==> src/rtl/ecc_pkg.sv <==
package ecc_pkg;
  // Strobes from control to datapath
  typedef struct packed {
    logic clearState;
    logic accept;
  } eccStrobes_t;
endpackage

==> src/rtl/ecc_byte_parity.sv <==
module ecc_byte_parity #(
  parameter int DATA_W = 8,
  localparam int ADDR_W = $clog2(DATA_W),
  localparam int COL_W = 2 * ADDR_W
) (
  input  logic [DATA_W-1:0] data,
  output logic [COL_W-1:0]  colBits,
  output logic              oddByte
);
  function automatic logic [DATA_W-1:0] hiMask(input int j);
    logic [DATA_W-1:0] m;
    for (int i = 0; i < DATA_W; i++) m[i] = ((i >> j) & 1) == 1;
    return m;
  endfunction

  for (genvar j = 0; j < ADDR_W; j++) begin : g_addr
    localparam logic [DATA_W-1:0] MASK_HI = hiMask(j);
    assign colBits[2*j]   = ^(data & ~MASK_HI);
    assign colBits[2*j+1] = ^(data & MASK_HI);
  end

  assign oddByte = ^data;
endmodule

==> src/rtl/ecc_ctrl.sv <==
module ecc_ctrl
  import ecc_pkg::*;
(
  input  logic        clearIn,
  input  logic        validIn,
  output eccStrobes_t strobes
);
  always_comb begin
    strobes.clearState = clearIn;
    strobes.accept     = validIn & ~clearIn; // clear wins
  end
endmodule

==> src/rtl/ecc_datapath.sv <==
module ecc_datapath
  import ecc_pkg::*;
#(
  parameter int DATA_W = 8,
  parameter int CNT_W = 16,
  localparam int COL_W = 2 * $clog2(DATA_W)
) (
  input  logic              clk,
  input  logic              rstN,
  input  eccStrobes_t       strobes,
  input  logic              validIn,
  input  logic [DATA_W-1:0] dataIn,
  output logic              validOut,
  output logic [DATA_W-1:0] dataOut,
  output logic [COL_W-1:0]  colParity,
  output logic [CNT_W-1:0]  lineParity0,
  output logic [CNT_W-1:0]  lineParity1,
  output logic [CNT_W-1:0]  byteCount
);
  logic [COL_W-1:0] colBits;
  logic             oddByte;

  ecc_byte_parity #(.DATA_W(DATA_W)) i_parity (
    .data    (dataIn),
    .colBits (colBits),
    .oddByte (oddByte)
  );

  // pass-through stage
  always_ff @(posedge clk or negedge rstN) begin
    if (!rstN) begin
      validOut <= 1'b0;
      dataOut  <= '0;
    end else begin
      validOut <= validIn;
      dataOut  <= dataIn;
    end
  end

  // accumulators
  always_ff @(posedge clk or negedge rstN) begin
    if (!rstN) begin
      colParity   <= '0;
      lineParity0 <= '0;
      lineParity1 <= '0;
      byteCount   <= '0;
    end else if (strobes.clearState) begin
      colParity   <= '0;
      lineParity0 <= '0;
      lineParity1 <= '0;
      byteCount   <= '0;
    end else if (strobes.accept) begin
      colParity <= colParity ^ colBits;
      if (oddByte) begin
        lineParity0 <= lineParity0 ^ ~byteCount;
        lineParity1 <= lineParity1 ^ byteCount;
      end
      byteCount <= byteCount + 1'b1;
    end
  end
endmodule

==> src/rtl/nand_ecc_accum.sv <==
module nand_ecc_accum
  import ecc_pkg::*;
#(
  parameter int DATA_W = 8,
  parameter int CNT_W = 16,
  localparam int COL_W = 2 * $clog2(DATA_W)
) (
  input  logic              clk,
  input  logic              rstN,
  input  logic              clearIn,
  input  logic              validIn,
  input  logic [DATA_W-1:0] dataIn,
  output logic              validOut,
  output logic [DATA_W-1:0] dataOut,
  output logic [COL_W-1:0]  colParity,
  output logic [CNT_W-1:0]  lineParity0,
  output logic [CNT_W-1:0]  lineParity1,
  output logic [CNT_W-1:0]  byteCount
);
  eccStrobes_t strobes;

  ecc_ctrl i_ctrl (
    .clearIn (clearIn),
    .validIn (validIn),
    .strobes (strobes)
  );

  ecc_datapath #(.DATA_W(DATA_W), .CNT_W(CNT_W)) i_dp (
    .clk         (clk),
    .rstN        (rstN),
    .strobes     (strobes),
    .validIn     (validIn),
    .dataIn      (dataIn),
    .validOut    (validOut),
    .dataOut     (dataOut),
    .colParity   (colParity),
    .lineParity0 (lineParity0),
    .lineParity1 (lineParity1),
    .byteCount   (byteCount)
  );
endmodule

==> config.mk <==
export PLATFORM = sky130hd
export DESIGN_NAME = nand_ecc_accum
export DESIGN_NICKNAME = d
export VERILOG_FILES = /design/src/rtl/ecc_pkg.sv /design/src/rtl/ecc_byte_parity.sv /design/src/rtl/ecc_ctrl.sv /design/src/rtl/ecc_datapath.sv /design/src/rtl/nand_ecc_accum.sv
export SDC_FILE = /design/constraint.sdc
export NUM_CORES = 1
export LEC_CHECK = 0
export BUFFER_PORTS_ARGS = -buffer_cell sky130_fd_sc_hd__buf_2
export CORE_ASPECT_RATIO = 1.75
export CORE_MARGIN = 2
export CORE_UTILIZATION = 30
export CTS_BUF_LIST = sky130_fd_sc_hd__clkbuf_8 sky130_fd_sc_hd__clkbuf_16
export DETAILED_ROUTE_END_ITERATION = 8
export GPL_TIMING_DRIVEN = 0
export SETUP_SLACK_MARGIN = 0.4
export SYNTH_ARGS = -nofsm -noshare
export SYNTH_HDL_FRONTEND = slang
export SYNTH_SLANG_ARGS = --single-unit
==> constraint.sdc <==
create_clock -name clk -period 1.6 [get_ports clk]
set_clock_uncertainty 0.1 [all_clocks]
set_input_delay 0.24 -clock clk [delete_from_list [all_inputs] [get_ports clk]]
set_output_delay 0.24 -clock clk [all_outputs]
set_load 0.01 [all_outputs]
-- Word-level counts from Yosys, hierarchy flattened
Cells that the tools add are included.
- register bits after elaboration: 63
- input bits: 12
- output and inout port bits: 63
- word-level logic and storage cells: 33
- $add $sub $neg: 1
- mux-type cells: 10
- bitwise gates (word level): 6
- reductions and logical operators: 10
- operators with widths (kind ; count):
    $mux W16 ; 8
    $reduce_xor A8 Y1 ; 7
    $xor A16 B16 Y16 ; 2
    $add A16 B1 Y16 const B ; 1
    $not A16 Y16 ; 1
    $mux W6 ; 2
    $xor A6 B6 Y6 ; 1
    $reduce_bool A2 Y1 ; 2
    $reduce_and A2 Y1 ; 1
    $and A1 B1 Y1 ; 1
    $not A1 Y1 ; 1

-- Logic depth before layout (Yosys ltp)
- word-level depth: 5
- mapped depth: 6

-- By module
From an unflattened synthesis, not the netlist that was laid out.
- cells, all modules: 272
- area total of the unflattened synthesis: 2889.0 sq um
- by module, submodules not included (module ; times used ; cells each ; area each (sq um)):
    ecc_datapath ; 1 ; 255 ; 2713.9
    ecc_byte_parity ; 1 ; 15 ; 153.9
    ecc_ctrl ; 1 ; 2 ; 21.3

-- Worst setup path before layout
No wires, ideal clock.
- kind: input -> register
- start point: input port dataIn[1]
- end point: register i_dp.lineParity1[2]
- library setup time: 0.077 ns
- arrival: 1.515 ns
- path slack: -0.093 ns
- stages on the path: 6
- path through: xnor2_1 xor2_2 xnor2_2 clkbuf_2 or3_1 a21oi_1
- cells in the longest elaborated chain, start to end: 3
- RTL lines (element ; line ; source):
    start: declaration ; nand_ecc_accum.sv:12 ; input logic [DATA_W-1:0] dataIn,
    $reduce_xor A8 Y1 ; ecc_byte_parity.sv:22 ; assign oddByte = ^data;
    $reduce_bool A2 Y1 (no line) ; n/a ;
    $reduce_and A2 Y1 (no line) ; n/a ;
    end signal: assignment ; ecc_datapath.sv:56 ; lineParity1 <= lineParity1 ^ byteCount;
    end: declaration ; ecc_datapath.sv:17 ; output logic [CNT_W-1:0] lineParity1,
No other way between the ends.
A chain may end at the register's enable or synchronous reset.

-- Worst setup path after layout
- start point: input port dataIn[1]
- end point: register i_dp.lineParity1[3]
Same word-level chain as after synthesis.

==> run metrics <==
outcome complete, but fails checks; violated checks negative hold slack, negative setup slack; placed cell areas between 3000 and 4000 µm²; Rows 48; Initial DRC Count ~160; type of the worst setup path input pin to register; first-pass GRT wire length approximately 16,000 µm; Worst EP arrival about 1.8 ns; Max Clk Rate around 0.62 GHz; die area 10,800 µm²; total CTS buffers 9; DRC 0; vias in the first global route between 3,000 and 4,000; Leak 2.52 nW; Worst setup SP type input pin; Layout area overhead 86.2%; final hold slack -0.104 ns; pin count of the biggest net entering global routing 64; n_diodes 0; drt via density ~5; Required @ worst endpoint around 1.8 ns; CP Capture Point i_dp.lineParity1[3]; Mapped Cells 300; DRT Wirelength 10,900 µm; FF-to-FF Start i_dp.byteCount[3]; Syn Nets around 310; Port Buffers between 70 and 80; CORE AREA just under 10,000 µm²; initial antenna violation count 0; crit path capture type register; final critical-path share of the clock period 100%; Top Ports 75; Main synth FF type dfrtp_1; #FFs+latches synth 63; Final Hold Viols 63; FFs w/ async S/R, synth 100%; worst relative slew slack about 46%; Antenna Nets Post-Route 0; average wire per standard cell between 15 and 20 µm; Tot GR Track Use 19.1%; Least-Margin Pin Slew 0.815 ns; Vias roughly 3,000; Hold Path Class input pin to async pin; EDFF count, synth 0; Synth Cell Area about 3000 µm²; Worst R2R End i_dp.byteCount[9]; maxcap violations 0; fin crit period ~1.6 ns; GPL Wtd Cong ~0.78; drt pass-1 iters 4; root buffer cell clkbuf_16; R2R cell count 5; final instance area about 5600 µm²; nets@finish about 500; clock buffer depth 2; RSZ-0062 raised after global routing yes; setup slack at placement -0.417 ns; pwr dens ~1000 nW/µm²; Initial Util roughly 31%; die width roughly 80 µm; crit-path max FO 4; CTS sink count 63; R2R Setup Slk approximately 0.080 ns; post-synth cell types 27; CTS tree done; H-tree depth 3; Critical Path Source dataIn[1]; Overflow after GRT 0; Die H about 140 µm; hpwl dp ~5900 µm; synthesized area per cell ~10 µm²; worst skew pair latency roughly 0.33 ns; post-synthesis sequential area ratio between 50% and 60%; Final Max Slew Viols 0; final setup vio count 1; PnR worst setup slack -0.00706 ns; Layout Utilization around 57%; layout cells sized above 1 between 50 and 60%; Worst-path clk slew approximately 0.050 ns; Yosys warning total 0; Max IR drop VDD 685 µV
-- kinds of logic after synthesis --
kind of cell / share of synthesized area [%]
compound gates: 11.7
fa+ha+maj: 0.419
buf+inv: 3.98
mux: 0.335
xor+xnor: 10.4
simple gates: 20.3
flops: 52.8
-- registers in the layout, indices dropped and copies added, names as in the netlist --
name / count
i_dp.byteCount: 16
i_dp.colParity: 6
i_dp.dataOut: 8
i_dp.lineParity1: 16
i_dp.validOut: 1
i_dp.lineParity0: 16
-- power breakdown --
group	internal, mW	switching, mW	leakage, nW
logic	1.11	0.925	1.56
registers	1.72	0.0948	0.821
clock network	1.10	0.677	0.140
-- how the worst min path moves through the flow --
| stage | start | to | slack (ns) |
|---|---|---|---|
| after floorplan | rstN | i_dp.byteCount[0] | -0.16 |
| after global placement | dataIn[4] | i_dp.dataOut[4] | 0.34 |
| after detailed placement | rstN | i_dp.dataOut[6] | 0.28 |
| after CTS | rstN | i_dp.dataOut[6] | -0.06 |
| after global routing | rstN | i_dp.colParity[2] | -0.02 |
| final | rstN | i_dp.dataOut[6] | -0.10 |
-- per-stage QoR --
stage / power (mW) / instances / TNS (ns)
global route: 5.84 / 617 / -0.244
CTS: 5.03 / 590 / 0
detailed placement: 2.71 / 498 / -13.52
finish: 5.62 / 617 / -0.00706
global placement: 2.69 / 498 / -16.76
floorplan: 2.36 / 300 / 0
-- cells in the mapped netlist, types with 2 or more instances --
cell type / number / share of area [%]
xnor2_1: 15 / 4.4
o21ai_0: 35 / 5.9
nand4_1: 5 / 1.0
or3_1: 31 / 6.5
a21oi_1: 35 / 5.9
clkbuf_8: 4 / 1.8
dfrtp_1: 63 / 53
clkbuf_1: 6 / 0.75
nor3_1: 2 / 0.34
nand3_1: 5 / 0.84
nand2_1: 26 / 3.3
xor2_1: 15 / 4.4
or3_2: 4 / 1.0
clkbuf_2: 6 / 1.0
nor2_1: 20 / 2.5
nand2b_1: 16 / 3.4
xor2_2: 2 / 1.1
-- area by class of cell --
class,count,area (µm²)
flip-flops and latches,63,1590
repair buffers,176,1540
fillers,785,4230
plain buffers,17,189
well taps,125,156
multi-input cells,222,1810
clock inverters,3,12.5
clock buffers,11,253
-- routing by layer --
metal | global-route usage [%] | part of all wire [%] | vias to the layer above | wire (µm)
li1 | - | - | 1422 | -
met1 | 20.0 | 35 | 1543 | 3780
met2 | 34.3 | 58 | 103 | 6280
met3 | 5.25 | 5.1 | 20 | 557
met4 | 9.48 | 2.5 | 0 | 277
met5 | 0 | 0 | - | 0
-- placed cells by master (no fill, tap or decap), types with 10 or more instances in the layout --
master	instances
o21ai_2	13
dfrtp_1	49
or3_4	18
buf_4	67
buf_6	51
buf_8	11
buf_2	40
a21oi_2	20
dfrtp_2	14
o21ai_0	10
a21oi_1	15
xor2_1	14
nand2_1	25
nand2b_1	15
or3_1	17
nor2_1	19
-- critical path, cell delays in order --
cell and delay (ns):
buf_8 0.11, xnor2_4 0.23, xor2_4 0.20, buf_12 0.16, xnor2_4 0.07, buf_12 0.13, buf_8 0.11, or3_1 0.36
a21oi_1 0.14
-- repair_timing --
item / in CTS / in global routing
pin swaps: 43 / 46
setup buffers: 64 / 26
gates cloned: 8 / 0
resized for setup: 84 / 126
endpoints found under the hold margin: 69 / 40
setup endpoints to repair: 100 / 100
hold buffers: 6 / 1
Power figures use the tool's default switching activity.
